### src/rtl/txfifo_lowater.sv
module txfifo_lowater #(
  parameter int DEPTH = 16,
  parameter int WIDTH = 8
) (
  input  logic             clk,
  input  logic             rst_n,
  input  logic             standby,
  input  logic [1:0]       trig_sel,
  input  logic             wr_en,
  input  logic             wr_dma,
  input  logic [WIDTH-1:0] wr_data,
  input  logic             pop,
  output logic [WIDTH-1:0] pop_data,
  input  logic             stat_rd,
  input  logic             stat_wr,
  input  logic             stat_wflag,
  output logic             lowater,
  output logic [15:0]      stat_count
);
  localparam int AW = $clog2(DEPTH);
  localparam int CW = $clog2(DEPTH + 1);

  logic [WIDTH-1:0] mem [DEPTH];
  logic [AW-1:0]    wp, rp;
  logic [CW-1:0]    count, nxt, thr;
  logic             qual, flag_n, qual_n;

  wire push_ok = wr_en && (count != CW'(DEPTH));
  wire pop_ok  = pop && (count != '0);

  always_comb
    case (trig_sel)
      2'd0:    thr = CW'(DEPTH / 2);
      2'd1:    thr = CW'(DEPTH / 4);
      2'd2:    thr = CW'(DEPTH / 8);
      default: thr = '0;
    endcase

  assign nxt = count + CW'(push_ok) - CW'(pop_ok);

  always_comb begin
    flag_n = lowater;
    if (standby)                                      flag_n = 1'b1;
    else if (pop_ok && nxt <= thr)                    flag_n = 1'b1;
    else if (push_ok && wr_dma && nxt > thr)          flag_n = 1'b0;
    else if (stat_wr && !stat_wflag && qual && nxt > thr) flag_n = 1'b0;
  end

  assign qual_n = stat_wr ? 1'b0 : ((stat_rd && lowater) ? 1'b1 : qual);

  function automatic logic [AW-1:0] step(input logic [AW-1:0] p);
    return (p == AW'(DEPTH - 1)) ? '0 : p + 1'b1;
  endfunction

  always_ff @(posedge clk)
    if (push_ok) mem[wp] <= wr_data;

  always_ff @(posedge clk or negedge rst_n)
    if (!rst_n) begin
      wp      <= '0;
      rp      <= '0;
      count   <= '0;
      lowater <= 1'b1;
      qual    <= 1'b0;
    end else begin
      if (push_ok) wp <= step(wp);
      if (pop_ok)  rp <= step(rp);
      count   <= nxt;
      lowater <= flag_n;
      qual    <= qual_n;
    end

  assign pop_data   = mem[rp];
  assign stat_count = {{(8 - CW){1'b0}}, count, 8'h00};
endmodule

### config.mk
export PLATFORM = sky130hd
export DESIGN_NAME = txfifo_lowater
export DESIGN_NICKNAME = d
export VERILOG_FILES = /design/src/rtl/txfifo_lowater.sv
export SDC_FILE = /design/constraint.sdc
export NUM_CORES = 1
export LEC_CHECK = 0
export ABC_AREA = 1
export BUFFER_PORTS_ARGS = -buffer_cell sky130_fd_sc_hd__buf_2
export CAP_MARGIN = 20
export CORE_MARGIN = 4
export CORE_UTILIZATION = 50
export CTS_BUF_LIST = sky130_fd_sc_hd__clkbuf_4 sky130_fd_sc_hd__clkbuf_8
export DETAILED_ROUTE_END_ITERATION = 8
export GPL_TIMING_DRIVEN = 0
export HOLD_SLACK_MARGIN = 0.03
export PLACE_DENSITY = 0.7
export SETUP_SLACK_MARGIN = 0.4
export SLEW_MARGIN = 20
export SYNTH_ARGS = -nofsm -noshare
export SYNTH_HDL_FRONTEND = slang
export SYNTH_SLANG_ARGS = --single-unit
### constraint.sdc
create_clock -name clk -period 5.5 [get_ports clk]
set_input_delay 1.65 -clock clk [delete_from_list [all_inputs] [get_ports clk]]
set_output_delay 1.65 -clock clk [all_outputs]
set_load 0.1 [all_outputs]
==> metrics <==
Post-CTS Repair Setup Buffers=0; switching power total=between 2 and 2.5 mW; clock network power share=between 10% and 20%; Power Density=slightly above 600 mW/mm^2; final worst-path cycle share=between 70 and 80%; Design Area, Final=around 0.007 mm^2; FILL cells=around 1000; Final HPWL DP=around 9700 um; Hold Buf Count CTS=0; drt initial violations=around 490; arrival time worst endpoint=~2.5 ns; ant diodes=0; register bit total from synthesis=143; Clock Latency Late Sink=between 0.4 and 0.5 ns; internal power=about 2.3 mW; final hold vios=0; total track usage=20.9%; Core Region=~0.012 mm^2; Min Hold Slack=0.516 ns; CP required=about 3.9 ns; Seq/Total Area, Yosys=~67%; drt first pass iters=5; Detailed Route WL=14400 um; critical path type=register to primary output; slew margin rel.=42.7%; die area=approximately 0.014 mm^2; P&R area growth vs syn=13.1%; clk root buf=clkbuf_8; Final Util=58.4%; DR vias/cell=about 5.2; # setup viols final=0; Worst-path clk slew=about 0.080 ns; vias in the first global route=4188; Post-Syn Area=between 0.006 and 0.007 mm^2; Hold Path Class=register to register; final setup TNS=0 ns; number of I/O pins=44; WL/cell=roughly 18 um; share of layout cells above drive strength 1=14.9%; Rows=40; initial antenna violation count=0; fin crit period=between 4 and 5 ns; part of the power in registers=approximately a third; # H-tree levels=4; placed cell areas=0.00669 mm^2; largest net degree at the start of global routing=17; final estimated routing congestion in global placement=around 0.86; startpoint types=register; starting density of the core=51.7%; Slew Viols, Final=0; Horiz. Die Dim=120 um; Routed Antenna Nets=0; Comb power frac=between 40% and 50%; Fmax=around 240 MHz; total grt overflow=0; Die H=between 100 and 150 um; CTS Buf Count=17; Max VDD drop=~0.56 mV; Post-route DRC=0; Layout Nets=between 600 and 700; crit end category=primary output; Slew @ Worst Pin=between 0.8 and 0.9 ns; total vias in the final route=~4.3k; RSZ-0062 raised after global routing=false; LEAKAGE=about 2.8 nW; CTS tree=yes; cells after synthesis=approximately 580; switching share of power=47.0%; yosys warns=0; Yosys cell types=26; largest fanout on the critical path=10; Port Buffers=32; run status=finished clean; Post-CTS Resized=0; worst-case clock buffer depth=2; Max Cap Viol=0; Worst Clk Skew=0.0114 ns; first-pass GRT wire length=~22000 um; Mean Syn Cell Area=10.9 um^2; CTS Sinks=between 100 and 150; Pwr Total=4.40 mW
## per-layer routing
| layer | wire length [um] | up-vias | GRT usage, % |
|---|---|---|---|
| met2 | 6960 | 214 | 34.6 |
| met1 | 5940 | 1989 | 27.8 |
| met3 | 1290 | 18 | 5.18 |
| met4 | 175 | 0 | 5.51 |
| met5 | 0 | - | 0 |
| li1 | - | 2049 | - |
## area by class of cell
cell class / instances / area [um^2] / share of cell area (%)
Sequential cell: 143 / 4220 / 59.4
Multi-Input combinational cell: 371 / 1730 / 24.3
Clock buffer: 21 / 277 / 3.89
Buffer: 34 / 234 / 3.29
Tap cell: 168 / 210 / 2.96
Timing Repair Buffer: 32 / 160 / 2.25
Clock inverter: 11 / 139 / 1.95
Inverter: 37 / 139 / 1.95
## power by group through the flow
stage	Combinational, mW	Clock (mW)	Sequential, mW
3_5_place_dp	2.13	0	1.42
4_1_cts	2.13	0.864	1.40
6_report	2.14	0.857	1.40
3_3_place_gp	2.06	0	1.42
5_1_grt	2.33	0.915	1.41
2_1_floorplan	1.48	0	1.56
## critical path: stages, from the launching register on
cell	delay, ns
dfrtp_1	0.36
buf_2	0.21
clkbuf_1	0.36
o21ai_0	0.17
o211ai_1	0.25
nand3_1	0.12
nand2_1	0.10
buf_2	0.43
## through the flow
stage,std cells,setup WS (ns)
final,817,1.40
after global placement,785,1.63
after global routing,817,1.24
after floorplan,585,1.95
after CTS,817,1.41
after detailed placement,785,1.54
## sequential cells by signal, indices dropped and copies added, names as in the netlist
signal / cells
rp: 4
lowater: 1
qual: 1
count: 5
wp: 4
mem: 128
## Yosys cell counts, drive strengths merged
cell      n  area share [%]
nand3b    1            0.12
clkbuf    8            0.52
ha       14             2.8
dfrtp    14             5.6
conb      1           0.060
xor2      3            0.42
nand2    86             5.1
nand3    27             2.2
or2       1            0.10
a21oi     3            0.24
nor2    140             8.4
clkinv    2            0.12
xnor2     2            0.28
o211ai    8            0.96
edfxtp  128              61
buf      26             3.2
o21ai    70             5.6
inv      35             2.1
nand4     4            0.40
dfstp     1            0.42
fa        1            0.32
## cells by family after synthesis
family | Yosys count | share of synthesized area (%)
compound gates | 81 | 6.77
flops | 143 | 67.2
simple gates | 259 | 16.3
xor+xnor | 5 | 0.697
fa+ha+maj | 15 | 3.11
other cells | 1 | 0.0597
buf+inv | 71 | 5.93
## worst paths after layout
check / start / end / slack [ns] / cells after the start
hold / removal: lowater / qual / 0.52 / 2
max in group asynchronous: rst_n / lowater / 4.07 / 1
hold reg to reg: lowater / qual / 0.52 / 2
setup reg to reg: count[3] / lowater / 2.52 / 19
setup / recovery: rp[1] / pop_data[1] / 1.40 / 7
min in group asynchronous: rst_n / wp[2] / 1.12 / 1
## layout by cell type (no fill, tap or decap), drive strengths merged
| cell type | Yosys | routed |
|---|---|---|
| nand3 | 27 | 27 |
| inv | 35 | 35 |
| dfstp | 1 | 1 |
| nand3b | 1 | 1 |
| nor2 | 140 | 140 |
| or2 | 1 | 1 |
| clkinv | 2 | 8 |
| clkinvlp | 0 | 2 |
| nand4 | 4 | 4 |
| o21ai | 70 | 70 |
| bufinv | 0 | 3 |
| clkbuf | 8 | 29 |
| nand2 | 86 | 86 |
| xor2 | 3 | 3 |
| a21oi | 3 | 3 |
| edfxtp | 128 | 128 |
| dfrtp | 14 | 14 |
| xnor2 | 2 | 2 |
| buf | 26 | 58 |
| fa | 1 | 1 |
| conb | 1 | 11 |
| ha | 14 | 14 |
| o211ai | 8 | 8 |
Power figures use the tool's default switching activity.
